**src/rtl/zc_halfpulse_pkg.sv**
```systemverilog
package zc_halfpulse_pkg;
    typedef enum logic [1:0] {
        ST_IDLE     = 2'd0,
        ST_RUN      = 2'd1,
        ST_ON_HOLD  = 2'd2,
        ST_OFF_HOLD = 2'd3
    } zc_state_e;

    localparam int HP_ON    = 0;
    localparam int HP_OFF   = 1;
    localparam int HP_COUNT = 2;
endpackage

```
**src/rtl/zc_sign_sync.sv**
```systemverilog
module zc_sign_sync #(
    parameter int STAGES = 2
) (
    input  logic clk,
    input  logic rst,
    input  logic din,
    output logic rise,
    output logic fall
);
    // sh[0..STAGES-1] form the synchronizer, sh[STAGES] holds the previous value
    logic [STAGES:0] sh;

    genvar i;
    generate
        for (i = 0; i <= STAGES; i++) begin : g_stage
            if (i == 0) begin : g_first
                always_ff @(posedge clk) begin
                    if (rst) sh[0] <= 1'b0;
                    else     sh[0] <= din;
                end
            end else begin : g_next
                always_ff @(posedge clk) begin
                    if (rst) sh[i] <= 1'b0;
                    else     sh[i] <= sh[i-1];
                end
            end
        end
    endgenerate

    always_comb begin
        rise = sh[STAGES-1] & ~sh[STAGES];
        fall = ~sh[STAGES-1] & sh[STAGES];
    end
endmodule

```
**src/rtl/zc_half_timer.sv**
```systemverilog
module zc_half_timer #(
    parameter int W = 10
) (
    input  logic         clk,
    input  logic         rst,
    input  logic         start,
    input  logic         abort,
    input  logic [W-1:0] ref_len,
    output logic         busy,
    output logic         last
);
    logic [W-1:0] left_q;

    always_ff @(posedge clk) begin
        if (rst) begin
            left_q <= '0;
        end else if (start) begin
            left_q <= (ref_len == '0) ? W'(1) : ref_len;
        end else if (abort) begin
            left_q <= '0;
        end else if (left_q != '0) begin
            left_q <= left_q - W'(1);
        end
    end

    always_comb begin
        busy = (left_q != '0);
        last = (left_q == W'(1));
    end
endmodule

```
**src/rtl/zc_halfpulse_ctrl.sv**
```systemverilog
module zc_halfpulse_ctrl
    import zc_halfpulse_pkg::*;
#(
    parameter int CNT_W       = 10,
    parameter int SYNC_STAGES = 2
) (
    input  logic             clk,
    input  logic             rst,
    input  logic             enable,
    input  logic [CNT_W-1:0] duty_cmd,
    input  logic             cap_i_sign,
    output logic             gate_hi,
    output logic             gate_lo
);
    localparam logic [CNT_W-1:0] LAST_POS = {CNT_W{1'b1}};
    localparam logic [CNT_W:0]   PERIOD   = {1'b1, {CNT_W{1'b0}}};

    zc_state_e        state_q, state_d;
    logic [CNT_W-1:0] cnt_q;
    logic [CNT_W-1:0] duty_q;
    logic             sign_rise, sign_fall;
    logic             period_start;

    logic [HP_COUNT-1:0] hp_start, hp_abort, hp_busy, hp_last;
    logic [CNT_W-1:0]    hp_ref [HP_COUNT];
    logic [CNT_W:0]      off_span;

    zc_sign_sync #(.STAGES(SYNC_STAGES)) u_sync (
        .clk  (clk),
        .rst  (rst),
        .din  (cap_i_sign),
        .rise (sign_rise),
        .fall (sign_fall)
    );

    // half-pulse references from the frozen duty count, truncating shift
    always_comb begin
        off_span        = PERIOD - {1'b0, duty_q};
        hp_ref[HP_ON]   = duty_q >> 1;
        hp_ref[HP_OFF]  = CNT_W'(off_span >> 1);
    end

    genvar g;
    generate
        for (g = 0; g < HP_COUNT; g++) begin : g_hp
            zc_half_timer #(.W(CNT_W)) u_timer (
                .clk     (clk),
                .rst     (rst),
                .start   (hp_start[g]),
                .abort   (hp_abort[g]),
                .ref_len (hp_ref[g]),
                .busy    (hp_busy[g]),
                .last    (hp_last[g])
            );
        end
    endgenerate

    // next-state logic
    always_comb begin
        state_d = state_q;
        if (!enable) begin
            state_d = ST_IDLE;                               // T_DISABLE
        end else begin
            unique case (state_q)
                ST_IDLE:     state_d = ST_RUN;               // T_ENABLE
                ST_RUN: begin
                    if (sign_rise)      state_d = ST_ON_HOLD;  // T_RISE
                    else if (sign_fall) state_d = ST_OFF_HOLD; // T_FALL
                    else                state_d = ST_RUN;      // T_WRAP / count
                end
                ST_ON_HOLD: begin
                    if (sign_fall)             state_d = ST_OFF_HOLD; // T_ON_TO_OFF
                    else if (hp_last[HP_ON])   state_d = ST_RUN;      // T_ON_DONE
                end
                ST_OFF_HOLD: begin
                    if (sign_rise)             state_d = ST_ON_HOLD;  // T_OFF_TO_ON
                    else if (hp_last[HP_OFF])  state_d = ST_RUN;      // T_OFF_DONE
                end
                default:     state_d = ST_IDLE;
            endcase
        end
    end

    // strobes derived from the transition
    always_comb begin
        hp_start[HP_ON]  = (state_d == ST_ON_HOLD)  && (state_q != ST_ON_HOLD);
        hp_start[HP_OFF] = (state_d == ST_OFF_HOLD) && (state_q != ST_OFF_HOLD);
        hp_abort[HP_ON]  = hp_start[HP_OFF] | ~enable;
        hp_abort[HP_OFF] = hp_start[HP_ON]  | ~enable;
        period_start     = (state_d == ST_RUN) &&
                           ((state_q != ST_RUN) || (cnt_q == LAST_POS));
    end

    // state register, period counter and duty capture
    always_ff @(posedge clk) begin
        if (rst) begin
            state_q <= ST_IDLE;
            cnt_q   <= '0;
            duty_q  <= '0;
        end else begin
            state_q <= state_d;
            if (period_start) begin
                cnt_q  <= '0;
                duty_q <= duty_cmd;
            end else if (state_q == ST_RUN && state_d == ST_RUN) begin
                cnt_q  <= cnt_q + CNT_W'(1);
            end
        end
    end

    // outputs
    always_comb begin
        gate_hi = 1'b0;
        unique case (state_q)
            ST_IDLE:     gate_hi = 1'b0;
            ST_RUN:      gate_hi = (cnt_q < duty_q);
            ST_ON_HOLD:  gate_hi = 1'b1;
            ST_OFF_HOLD: gate_hi = 1'b0;
            default:     gate_hi = 1'b0;
        endcase
        gate_lo = ~gate_hi;
    end
endmodule

```
**config.mk**
```make
export PLATFORM = sky130hd
export DESIGN_NAME = zc_halfpulse_ctrl
export DESIGN_NICKNAME = d
export VERILOG_FILES = /design/src/rtl/zc_halfpulse_pkg.sv /design/src/rtl/zc_sign_sync.sv /design/src/rtl/zc_half_timer.sv /design/src/rtl/zc_halfpulse_ctrl.sv
export SDC_FILE = /design/constraint.sdc
export NUM_CORES = 1
export LEC_CHECK = 0
export BUFFER_PORTS_ARGS = -buffer_cell sky130_fd_sc_hd__buf_2
export CORE_MARGIN = 2
export CORE_UTILIZATION = 40
export DETAILED_ROUTE_END_ITERATION = 6
export GPL_TIMING_DRIVEN = 1
export PLACE_DENSITY = 0.64
export SETUP_SLACK_MARGIN = 0.3
export SKIP_CTS_REPAIR_TIMING = 1
export SYNTH_ARGS = -nofsm -noshare
export SYNTH_HDL_FRONTEND = slang
export SYNTH_SLANG_ARGS = --single-unit
export TNS_END_PERCENT = 1
```
**constraint.sdc**
```tcl
create_clock -name clk -period 5.85 [get_ports clk]
set_input_delay 0.585 -clock clk [delete_from_list [all_inputs] [get_ports clk]]
set_output_delay 0.585 -clock clk [all_outputs]
set_load 0.02 [all_outputs]
```
======== Yosys cells after proc, flatten, opt, wreduce, memory -nomap -nowiden ========
Index checks and enable logic that the tools add are counted.
operators by class
  add/sub/neg operators ................... 4
  $lt $le $gt $ge ......................... 1
  eq/ne operators ......................... 12
  mux-type cells .......................... 17
  bitwise gates (word level) .............. 8
  reduce and logical (&&, ||, !) cells .... 14
operators by type and width
  kind                    count
  $mux 10                 7
  $eq 10x1->1 const B     2
  $logic_not 10->1        2
  $reduce_bool 10->1      2
  $sub 10x1->10 const B   2
  $mux 2                  7
  $sub 11x10->11 const A  1
  $add 10x1->10 const B   1
  $eq 10x10->1 const B    1
  $lt 10x10->1            1
  $mux 9                  1
  $eq 2x2->1 const B      4
  $pmux 2 s4              1
  $reduce_bool 3->1       2
  $eq 2x1->1 const B      2
  $logic_and 1x1->1       4
  $ne 2x2->1 const B      2
  $not 1->1               4
  $reduce_or 2->1         2
  $pmux 1 s3              1
  $and 1x1->1             2
  $logic_not 2->1         1
  $ne 2x1->1 const B      1
  $or 1x1->1              2
  $logic_or 1x1->1        1
storage, ports and cells
  register bits ........................... 45
  bits of input ports ..................... 14
  output and inout bits ................... 2
  logic and storage cells ................. 64

======== Depth between registers and ports, before layout ========
Gate-level depths: netlist of run 1.
  word-level depth ........................ 11
  mapped depth ............................ 10
  gate-level depth less buffers ........... 8

======== Cells and area by module ========
From an unflattened synthesis of run 1, not the netlist that was laid out.
second synthesis, totals
  cell total of the unflattened synthesis .. 310
  area total of the unflattened synthesis .. 2657.5 µm²
modules (own cells, without submodules)
  module             instances  cells an instance  area an instance (µm²)  sequential area each (µm²)
  zc_halfpulse_ctrl  1          154                1340.0                  440.4
  zc_half_timer      2          74                 613.1                   200.2
  zc_sign_sync       1          8                  91.3                    60.1

======== Worst setup path after synthesis of run 1 ========
Ideal clock, no wire load.
  path type ............................... reg-to-output
  start ................................... register duty_q[9]
  end ..................................... output port gate_hi
  arrival time ............................ 1.679 ns
  data required time ...................... 5.265 ns
  slack ................................... 3.586 ns
  cell stages (with the launch flop) ...... 7
  path buffers ............................ 1
  path through ............................ dfxtp_1 clkbuf_1 inv_1 ha_1 a2111o_1 o21ai_0 a21o_1
between the ends
  word-level cells in the longest chain between the ends .. 2
ends and longest elaborated chain
  what                    line                      RTL
  start, declared         zc_halfpulse_ctrl.sv:20   logic [CNT_W-1:0] duty_q;
  start signal, assigned  zc_halfpulse_ctrl.sv:104  duty_q <= duty_cmd;
  $lt 10x10->1            zc_halfpulse_ctrl.sv:116  ST_RUN: gate_hi = (cnt_q < duty_q);
  $pmux 1 s3              zc_halfpulse_ctrl.sv:114  unique case (state_q)
  end, declared           zc_halfpulse_ctrl.sv:12   output logic gate_hi,
Every way passes these cells.

======== Worst setup path in the final report of run 1 ========
  start ................................... register g_hp[1].u_timer.left_q[5]
  end ..................................... register cnt_q[7]
between the ends
  word-level cells in the longest chain between the ends .. 8
  elaborated cells on any way between the ends .. 9
  classes of those cells .................. eq/ne: 2; mux: 4; reduce/logical: 3
ends and longest elaborated chain
  what                       line                                               RTL
  start, declared            zc_half_timer.sv:12                                logic [W-1:0] left_q;
  start signal, assigned     zc_half_timer.sv:18                                left_q <= (ref_len == '0) ? W'(1) : ref_len;
  start signal, assigned     zc_half_timer.sv:22                                left_q <= left_q - W'(1);
  $eq 10x1->1 (*)            zc_half_timer.sv:28                                last = (left_q == W'(1));
  $mux 2 (*)                 zc_halfpulse_ctrl.sv:77                            else if (hp_last[HP_OFF]) state_d = ST_RUN;
  $mux 2 (*)                 zc_halfpulse_ctrl.sv:76                            if (sign_rise) state_d = ST_ON_HOLD;
  $pmux 2 s4 (*)             zc_halfpulse_ctrl.sv:64                            unique case (state_q)
  $mux 2 (*)                 zc_halfpulse_ctrl.sv:61                            if (!enable) begin
  $eq 2x1->1 (*)             zc_halfpulse_ctrl.sv:90, zc_halfpulse_ctrl.sv:105
  $logic_and 1x1->1          zc_halfpulse_ctrl.sv:90                            period_start = (state_d == ST_RUN) &&
  $reduce_or 2->1 (no line)  -
  end signal, assigned       zc_halfpulse_ctrl.sv:106                           cnt_q <= cnt_q + CNT_W'(1);
  end, declared              zc_halfpulse_ctrl.sv:19                            logic [CNT_W-1:0] cnt_q;
Mark *: on every way between the ends. The rest lies on a longest branch, timed or not.
A chain may end at the register's enable or synchronous reset.

==> run_results.csv, run 1 <==
group,metric,value,unit
drt,drc,0,
worst_setup_path,path_max_fanout,11,
logic_synthesis,ys_seq_area_frac,0.328,
drt,wl_met1,2970,µm
power,power_density,381,mW/mm²
die,coreArea,0.00672,mm²
drt,drt-total-wl,6060,µm
logic_synthesis,ys_warn_count,0,
cells_and_area,regArea,901,µm²
logic_synthesis,synth-seq-cells,45,
drt,antenna_left,0,
logic_synthesis,synth_top_area_cell,"dfxtp_1",
logic_synthesis,synth_top_area_share,0.328,
sta,skew,0.00893,ns
global_route,grt_max_degree,29,
sta,setup_viol,0,
power,p_leak,0.00120,µW
drt,drt_first_pass_iters,4,
worst_setup_path,worstSetupEndpointType,"flip-flop",
sta,max_freq,357,MHz
worst_setup_path,start_kind,"flip-flop",
cts,cts_tree,"done",
global_route,grtUsageTotal,0.175,
placed_design,dp_slack,3.07,ns
power,irDropWorstVdd,173,µV
logic_synthesis,ys_top_cells_by_area,"dfxtp_1 33%, ha_1 8.7%, xnor2_1 6.4%, nor2_1 5.9%, mux2i_1 4.4%",
sta,rsz0062_at_grt,"no",
die,die_x,86.9,µm
cells_and_area,diodes,0,
sta,hold_slack,0.444,ns
cts,clock_sinks,45,
worst_setup_path,critPathRequiredTime,6.03,ns
cts,root_buffer,"clkbuf_8",
sta,worst_pin_slew,1.20,ns
sta,finalCriticalPeriod,2.80,ns
outcome,outcome,"completed",
logic_synthesis,synthCells,333,
drt,viasPerCell,5.32,
logic_synthesis,synthFlopType,"dfxtp_1",
worst_setup_path,r2r_cells,6,
cts,clockBufferDepth,2,
global_route,grt.overflow.total,0,
job,maxCapViolations,0,
logic_synthesis,synth_area,0.00275,mm²
global_route,grt_pass1_wl,10500,µm
cells_and_area,syn2layout_area_growth,7.65,%
sta,slew_headroom,0.197,
logic_synthesis,ys_types,55,
global_route,antenna_found_initial,0,
drt,wl_met2,2810,µm
die,dieArea,0.00755,mm²
sta,layout_setup_ws,3.05,ns
drt,top_layer_used,"met4",
worst_setup_path,arrival,2.98,ns
placed_design,gp_congestion,0.860,
die,start_util,0.409,
cells_and_area,final_util,0.440,
cts,cts_made_buffers,5,
placed_design,place_inst,414,
logic_synthesis,syn_nets,366,
die,ios,16,
die,chipHeight,86.9,µm
sta,min_period_over_period,0.479,
cells_and_area,drive_gt1_frac,0.0906,
drt,routedWlPerCell,14.3,µm
drt,num_vias,2243,
min_path,worstHoldPathCells,1,
logic_synthesis,synth_edf_count,0,
min_path,hold_class,"reg -> reg",
logic_synthesis,ys_top_cells_by_count,"45 x dfxtp_1, 43 x nor2_1, 32 x nand2_1, 20 x xnor2_1, 19 x ha_1",
placed_design,dp_hpwl,4500,µm
cts,cts.htree.levels,2,
die,num_rows,30,
logic_synthesis,avgSynthCellArea,8.25,µm²
cells_and_area,multiInputGateArea,0.00171,mm²
drt,first_iter_violations,139,
placed_design,port_buffers,15,
sta,hold_viol,0,
global_route,grt_pass1_vias,2167,
cts,path_clk_slew,0.09,ns
sta,slew_viol_final,0,
cells_and_area,fin_nets,374,
cells_and_area,fillers,666,
logic_synthesis,synth_most_common_cell,"dfxtp_1",
logic_synthesis,async_flop_share,0,
cells_and_area,instances_no_fill,422,
worst_setup_path,setup.worst_path.class,"reg -> reg",
cts,insertion_delay,0.29,ns
drt,met3_wirelength,181,µm
sta,fin_tns_setup,0,ns
==> metrics by stage <==
stage / power, µW / cell area (µm²)
floorplan: 826 / 2750
global placement: 914 / 2860
detailed placement: 921 / 2860
CTS: 1140 / 2960
global route: 1220 / 2960
finish: 1130 / 2960
==> state kept, by name (all words and copies together), names as in the netlist <==
register / count
cnt_q: 10
duty_q: 10
g_hp.u_timer.left_q: 20
state_q: 2
u_sync.sh: 3
==> layer usage <==
layer / vias to the layer above / global-route usage
met5: - / 0
met3: 8 / 0.0275
met1: 1024 / 0.236
met4: 0 / 0.0554
li1: 1177 / -
met2: 34 / 0.287
==> power by group <==
group          total (µW)  internal (µW)  switching [µW]
Sequential            418            359            58.7
Combinational         498            236             263
Clock                 210            107             104
==> cells by family (layout without fill, tap and decap cells) <==
kind of cell,after synthesis,in the layout,share of synthesized area
compound gates,51,51,0.129
xor+xnor,33,33,0.105
fa+ha+maj,19,19,0.0865
buf+inv,32,41,0.0487
flops,45,45,0.328
mux,12,12,0.0437
simple gates,141,141,0.259
==> worst paths after layout <==
kind	startpoint	to	slack (ns)
worst min register to register	u_sync.sh[0]$_SDFF_PP0_	u_sync.sh[1]$_SDFF_PP0_	0.44
worst max register to register	g_hp[1].u_timer.left_q[5]$_SDFFE_PP0P_	cnt_q[7]$_SDFFE_PP0P_	3.05
worst max-delay path	g_hp[1].u_timer.left_q[5]$_SDFFE_PP0P_	cnt_q[7]$_SDFFE_PP0P_	3.05
worst min-delay path	u_sync.sh[0]$_SDFF_PP0_	u_sync.sh[1]$_SDFF_PP0_	0.44
==> area by class of cell <==
class / instances / area share
multi-input cells: 256 / 0.579
flip-flops and latches: 45 / 0.305
well taps: 80 / 0.0338
clock buffers: 7 / 0.0326
repair buffers: 15 / 0.0254
inverters: 18 / 0.0228
clock inverters: 1 / 0.00169
==> worst max-delay path, stage by stage, from the launching register on <==
cell	delay, ns
dfxtp_1	0.37
nor4_1	0.55
nand4_1	0.25
a32oi_2	0.32
nand3_1	0.57
nand2_1	0.52
nor2_1	0.10
==> cell usage in the layout (no fill, tap or decap), drive strengths merged, types with 2 or more instances in the layout <==
master,synthesis,layout
dfxtp,45,45
nor2,43,43
nand2,32,32
xnor2,20,20
ha,19,19
inv,18,18
a21oi,18,18
nand3,15,15
buf,4,15
xor2,13,13
mux2i,12,12
nor4,8,8
or3,7,7
clkbuf,10,7
nand4,6,6
o21ai,6,6
a32oi,6,6
nand2b,5,5
nor3,5,5
nor2b,4,4
and2,4,4
a21o,3,3
and3,3,3
o22ai,2,2
nor3b,2,2
o31ai,2,2
Power figures use the tool's default switching activity.
==> run 2, diff against run 1 <==
--- a/config.mk
+++ b/config.mk
@@ -5,12 +5,13 @@
 export SDC_FILE = /design/constraint.sdc
 export NUM_CORES = 1
 export LEC_CHECK = 0
+export ABC_AREA = 1
 export BUFFER_PORTS_ARGS = -buffer_cell sky130_fd_sc_hd__buf_2
 export CORE_MARGIN = 2
 export CORE_UTILIZATION = 40
 export DETAILED_ROUTE_END_ITERATION = 6
 export GPL_TIMING_DRIVEN = 1
-export PLACE_DENSITY = 0.64
+export PLACE_DENSITY = 0.66
 export SETUP_SLACK_MARGIN = 0.3
 export SKIP_CTS_REPAIR_TIMING = 1
 export SYNTH_ARGS = -nofsm -noshare
==> constraint.sdc (replaced) <==
create_clock -name clk -period 2.29 [get_ports clk]
set_input_delay 0.229 -clock clk [delete_from_list [all_inputs] [get_ports clk]]
set_output_delay 0.229 -clock clk [all_outputs]
set_load 0.02 [all_outputs]
==> run 2 against run 1 <==
  * Worst hold slack lost 0.30 ns
  * Sequential cell count is the same
  * Highest routed layer unchanged
  * Global-route usage grew 0.79 points
  * Count of clock-buffer cells in the layout shrank 2
  * Largest power group unchanged
  * Register-to-register slack lost 2.7 ns
==> run_results.csv, run 2 <==
group,metric,value,unit
outcome,outcome,"completed",
logic_synthesis,ys_seq_area_frac,0.294,
cells_and_area,diodes,0,
worst_setup_path,rrSetupSlack,0.32,ns
sta,worst_pin_slew,0.520,ns
logic_synthesis,ys_types,36,
drt,antenna_left,0,
logic_synthesis,synth-seq-cells,45,
sta,slew_viol_final,0,
power,irDropWorstVdd,275,µV
logic_synthesis,avgSynthCellArea,6.55,µm²
sta,rsz0062_at_grt,"yes",
cells_and_area,syn2layout_area_growth,18.3,%
min_path,worstHoldPathCells,3,
die,ios,16,
logic_synthesis,ys_warn_count,0,
sta,slew_headroom,0.653,
cells_and_area,largest_reg_flops,20,
drt,num_vias,2988,
drt,drt_first_pass_iters,4,
cts,root_buffer,"clkbuf_8",
cells_and_area,fillers,737,
drt,routedWlPerCell,12.5,µm
drt,first_iter_violations,172,
drt,drt-total-wl,7500,µm
global_route,antenna_found_initial,0,
cells_and_area,final_common_cell,"nand2_1",
worst_setup_path,r2r_cells,10,
logic_synthesis,ys_top_cells_by_area,"dfxtp_1 29%, nand2_1 14%, ha_1 7.8%, inv_1 7.1%, nor2_1 7.1%",
worst_setup_path,path_max_fanout,4,
sta,skew,0.0127,ns
sta,finalCriticalPeriod,2.08,ns
logic_synthesis,synth_top_area_cell,"dfxtp_1",
power,p_leak,0.00173,µW
worst_setup_path,start_kind,"flip-flop",
global_route,grtUsageTotal,0.183,
die,chipHeight,91.5,µm
logic_synthesis,synth_most_common_cell,"nand2_1",
logic_synthesis,synthCells,467,
power,power_density,891,mW/mm²
cells_and_area,max_flop_register,"g_hp.u_timer.left_q",
logic_synthesis,async_flop_share,0,
cells_and_area,largestRegisters,"g_hp.u_timer.left_q: 20 flops, cnt_q: 10 flops, duty_q: 10 flops",
min_path,hp-start,"cap_i_sign",
die,dieArea,0.00836,mm²
cts,path_clk_slew,0.09,ns
worst_setup_path,arrival,1.85,ns
sta,setup_viol,0,
global_route,grt_max_degree,21,
worst_setup_path,setup.worst_path.class,"reg -> out",
job,maxCapViolations,0,
global_route,grt.overflow.total,0,
die,coreArea,0.00733,mm²
cts,clockBufferDepth,2,
sta,max_freq,481,MHz
worst_setup_path,regToRegEndpoint,"g_hp[0].u_timer.left_q[2]$_SDFFE_PP0P_",
logic_synthesis,synth_area,0.00306,mm²
cells_and_area,layout_common_cells,"109 x nand2_1, 55 x nor2_1, 54 x inv_1",
die,num_rows,31,
cells_and_area,drive_gt1_frac,0.194,
placed_design,dp_hpwl,5660,µm
logic_synthesis,synthFlopType,"dfxtp_1",
logic_synthesis,syn_nets,500,
drt,drc,0,
die,start_util,0.417,
min_path,hold_class,"in -> reg",
cells_and_area,final_util,0.494,
placed_design,gp_congestion,0.852,
logic_synthesis,synth_edf_count,0,
global_route,grt_pass1_wl,12600,µm
cells_and_area,fin_nets,533,
cts,cts_tree,"done",
sta,fin_tns_setup,0,ns
cts,clock_sinks,45,
drt,viasPerCell,4.99,
sta,hold_viol,0,
sta,min_period_over_period,0.908,
die,die_x,91.5,µm
placed_design,port_buffers,15,
cts,cts_made_buffers,5,
min_path,min_to,"u_sync.sh[0]$_SDFF_PP0_",
worst_setup_path,r2r_start,"u_sync.sh[1]$_SDFF_PP0_",
cts,cts.htree.levels,2,
global_route,grt_pass1_vias,2805,
cts,insertion_delay,0.30,ns
logic_synthesis,synth_top_area_share,0.294,
worst_setup_path,critPathRequiredTime,2.06,ns
logic_synthesis,ys_top_cells_by_count,"111 x nand2_1, 58 x inv_1, 58 x nor2_1, 45 x dfxtp_1, 42 x nand3_1",
worst_setup_path,worstSetupEndpointType,"primary output",
## run 2: cell types whose count changed in the layout (fill, tap and decap cells not counted), moves of 12 or more
| cell | change |
|---|---|
| a21oi_1 | +12 |
| nor2_1 | +12 |
| o21ai_0 | +13 |
| nand3_1 | +27 |
| mux2i_1 | -12 |
| nand2_1 | +77 |
| inv_1 | +36 |
| buf_4 | +18 |
| dfxtp_1 | -13 |
## run 2: power breakdown
part	total, µW	internal [µW]	switching [µW]
Clock	596	318	279
Combinational	1600	640	960
Sequential	1030	917	114
## run 2: worst max path at each step
stage | startpoint | endpoint | slack [ns]
after global routing | u_sync.sh[2]$_SDFF_PP0_ | g_hp[0].u_timer.left_q[4]$_SDFFE_PP0P_ | 0.14
after detailed placement | u_sync.sh[2]$_SDFF_PP0_ | g_hp[0].u_timer.left_q[2]$_SDFFE_PP0P_ | 0.16
final | cnt_q[1]$_SDFFE_PP0P_ | gate_lo | 0.21
after global placement | u_sync.sh[2]$_SDFF_PP0_ | g_hp[0].u_timer.left_q[2]$_SDFFE_PP0P_ | 0.17
after floorplan | duty_q[4]$_SDFFE_PP0P_ | gate_lo | 0.41
after CTS | duty_q[9]$_SDFFE_PP0P_ | gate_lo | 0.07
## run 2: cell families after synthesis
| group | count (synthesis) | synth area share |
|---|---|---|
| AO/OA/AOI/OAI | 64 | 0.112 |
| AND/OR/NAND/NOR | 245 | 0.359 |
| buffers and inverters | 73 | 0.0961 |
| adder cells (fa/ha/maj) | 19 | 0.0777 |
| flip-flops | 45 | 0.294 |
| XOR/XNOR | 21 | 0.0601 |
## run 2: per-stage QoR
stage | hold slack, ns | instance area (µm²) | std cells | total power (µW) | setup WS, ns
6_report | 0.146 | 3620 | 599 | 3230 | 0.211
3_5_place_dp | 0.400 | 3300 | 585 | 2570 | 0.160
3_3_place_gp | 0.403 | 3300 | 585 | 2550 | 0.175
4_1_cts | 0.134 | 3410 | 592 | 3180 | 0.0676
5_1_grt | 0.156 | 3620 | 599 | 3550 | 0.137
2_1_floorplan | 0.336 | 3060 | 467 | 2260 | 0.408
## run 2: metal layers
| metal | track usage | part of all wire | vias up |
|---|---|---|---|
| met3 | 0.0340 | 0.039 | 4 |
| li1 | - | - | 1570 |
| met5 | 0 | 0 | - |
| met4 | 0.0593 | 0.0093 | 0 |
| met1 | 0.234 | 0.47 | 1359 |
| met2 | 0.309 | 0.49 | 55 |
## run 2: worst max-delay path: stages (launching register included)
cell and delay, ns:
dfxtp_4 0.37, ha_4 0.22, a21boi_2 0.14, o211ai_1 0.21, o2111ai_2 0.16, o21ai_2 0.23
inv_1 0.07, buf_6 0.13
## run 2: final cells by class
class                   instances  area (µm²)  share of cell area
clock buffers                   5        68.8              0.0190
multi-input cells             350        2000               0.552
flip-flops and latches         45         922               0.255
inverters                      64         243              0.0671
repair buffers                 34         228              0.0629
clock inverters                 2        35.0             0.00968
well taps                      99         124              0.0342
==> run 3, diff against run 2 <==
--- a/config.mk
+++ b/config.mk
@@ -12,6 +12,7 @@
 export DETAILED_ROUTE_END_ITERATION = 6
 export GPL_TIMING_DRIVEN = 1
 export PLACE_DENSITY = 0.66
+export RECOVER_POWER = 100
 export SETUP_SLACK_MARGIN = 0.3
 export SKIP_CTS_REPAIR_TIMING = 1
 export SYNTH_ARGS = -nofsm -noshare
==> run 3 against run 2 <==
  * First-iteration DRC count increased by 2.3%
  * Final area down 0.28%
  * Register-to-register slack worse by 0.03 ns
  * Critical path depth stayed put
  * Critical endpoint unchanged
  * Highest routed layer unchanged
==> run_results.csv, run 3 (same netlist as run 2, synthesis figures left out) <==
group,metric,value,unit
worst_setup_path,critPathRequiredTime,2.06,ns
drt,wl_met1,3500,µm
cts,cts.htree.levels,2,
cells_and_area,max_flop_register,"g_hp.u_timer.left_q",
worst_setup_path,setup.worst_path.class,"reg -> out",
die,dieArea,0.00836,mm²
power,combPwrFrac,0.494,
cells_and_area,largestRegisters,"g_hp.u_timer.left_q: 20 flops, cnt_q: 10 flops, duty_q: 10 flops",
drt,antenna_left,0,
power,seqPwrFrac,0.319,
outcome,outcome,"completed",
die,die_x,91.5,µm
sta,setup_viol,0,
power,irDropWorstVdd,275,µV
drt,drc,0,
cells_and_area,instances_no_fill,599,
drt,viasPerCell,5.00,
sta,layout_setup_ws,0.166,ns
drt,met3_wirelength,277,µm
worst_setup_path,r2r_start,"u_sync.sh[1]$_SDFF_PP0_",
power,p_clk_frac,0.186,
power,internal_power,1870,µW
drt,num_vias,2995,
sta,finalCriticalPeriod,2.12,ns
cells_and_area,diodes,0,
sta,skew,0.0121,ns
global_route,grt_max_degree,21,
drt,routedWlPerCell,12.5,µm
cells_and_area,regArea,922,µm²
placed_design,dp_hpwl,5660,µm
cts,clock_sinks,45,
job,maxCapViolations,0,
power,p_leak,0.00173,µW
sta,min_period_over_period,0.928,
cts,insertion_delay,0.31,ns
cells_and_area,final_util,0.492,
cells_and_area,largest_reg_flops,20,
worst_setup_path,crit_path_start,"cnt_q[1]$_SDFFE_PP0P_",
cells_and_area,multiInputGateArea,0.00199,mm²
global_route,grt_pass1_wl,12600,µm
placed_design,place_inst,585,
placed_design,dp_slack,0.160,ns
global_route,grtUsageTotal,0.183,
drt,wl_met2,3590,µm
sta,max_freq,471,MHz
cts,root_buffer,"clkbuf_8",
sta,slew_headroom,0.479,
power,power.switching,1350,µW
global_route,grt.overflow.total,0,
sta,fin_tns_setup,0,ns
drt,drt-total-wl,7500,µm
drt,top_layer_used,"met4",
die,chipHeight,91.5,µm
drt,first_iter_violations,176,
cells_and_area,drive_gt1_frac,0.186,
global_route,grt_pass1_vias,2805,
sta,hold_viol,0,
die,coreArea,0.00733,mm²
cts,cts_tree,"done",
min_path,hp-start,"cap_i_sign",
drt,drt_first_pass_iters,4,
cells_and_area,fin_nets,533,
min_path,hold_class,"in -> reg",
sta,slew_viol_final,0,
cells_and_area,final_common_cell,"nand2_1",
cells_and_area,layout_common_cells,"109 x nand2_1, 55 x inv_1, 55 x nor2_1",
worst_setup_path,worstSetupEndpointType,"primary output",
power,p_sw_frac,0.419,
placed_design,port_buffers,15,
placed_design,gp_congestion,0.852,
cts,clockBufferDepth,2,
cells_and_area,syn2layout_area_growth,18.0,%
cts,cts_made_buffers,5,
cts,path_clk_slew,0.09,ns
cells_and_area,fillers,741,
worst_setup_path,arrival,1.90,ns
worst_setup_path,start_kind,"flip-flop",
die,num_rows,31,
worst_setup_path,path_max_fanout,4,
power,power_density,893,mW/mm²
die,start_util,0.417,
global_route,antenna_found_initial,0,
die,ios,16,
power,power.total,3220,µW
sta,worst_pin_slew,0.782,ns
sta,rsz0062_at_grt,"yes",
-- run 3: power groups by stage --
stage,Clock (µW),Combinational (µW),Sequential [µW]
2_1_floorplan,0,1240,1020
4_1_cts,611,1540,1030
6_report,601,1590,1030
5_1_grt,646,1850,1050
3_5_place_dp,0,1530,1050
3_3_place_gp,0,1510,1040
-- run 3: metal layers --
layer	track usage	vias up
li1	-	1570
met1	0.234	1361
met2	0.309	53
met3	0.0340	11
met4	0.0593	0
met5	0	-
-- run 3: worst paths after layout --
kind,to,slack (ns),depth (start not counted)
worst min register to register,u_sync.sh[1]$_SDFF_PP0_,0.41,2
worst min-delay path,u_sync.sh[0]$_SDFF_PP0_,0.14,3
worst max-delay path,gate_lo,0.17,7
worst max register to register,g_hp[1].u_timer.left_q[9]$_SDFFE_PP0P_,0.29,10
-- run 3: through the flow --
step | hold WS (ns) | cell area [µm²]
after floorplan | 0.336 | 3060
after global placement | 0.403 | 3300
after detailed placement | 0.400 | 3300
after CTS | 0.134 | 3410
after global routing | 0.156 | 3610
final | 0.141 | 3610
-- run 3: critical path, cell delays in order (launching register included) --
cell       delay [ns]
dfxtp_4          0.37
ha_4             0.22
a21boi_2         0.14
o211ai_1         0.21
o2111ai_2        0.14
o21ai_1          0.27
inv_1            0.08
buf_6            0.14
-- run 3: layout make-up --
cell class	count	share of cell area
tap	99	0.0343
sequential	45	0.255
inverter	64	0.0672
multi-input combinational	350	0.551
clock buffer	5	0.0191
clock inverter	2	0.00971
timing repair buffer	34	0.0627
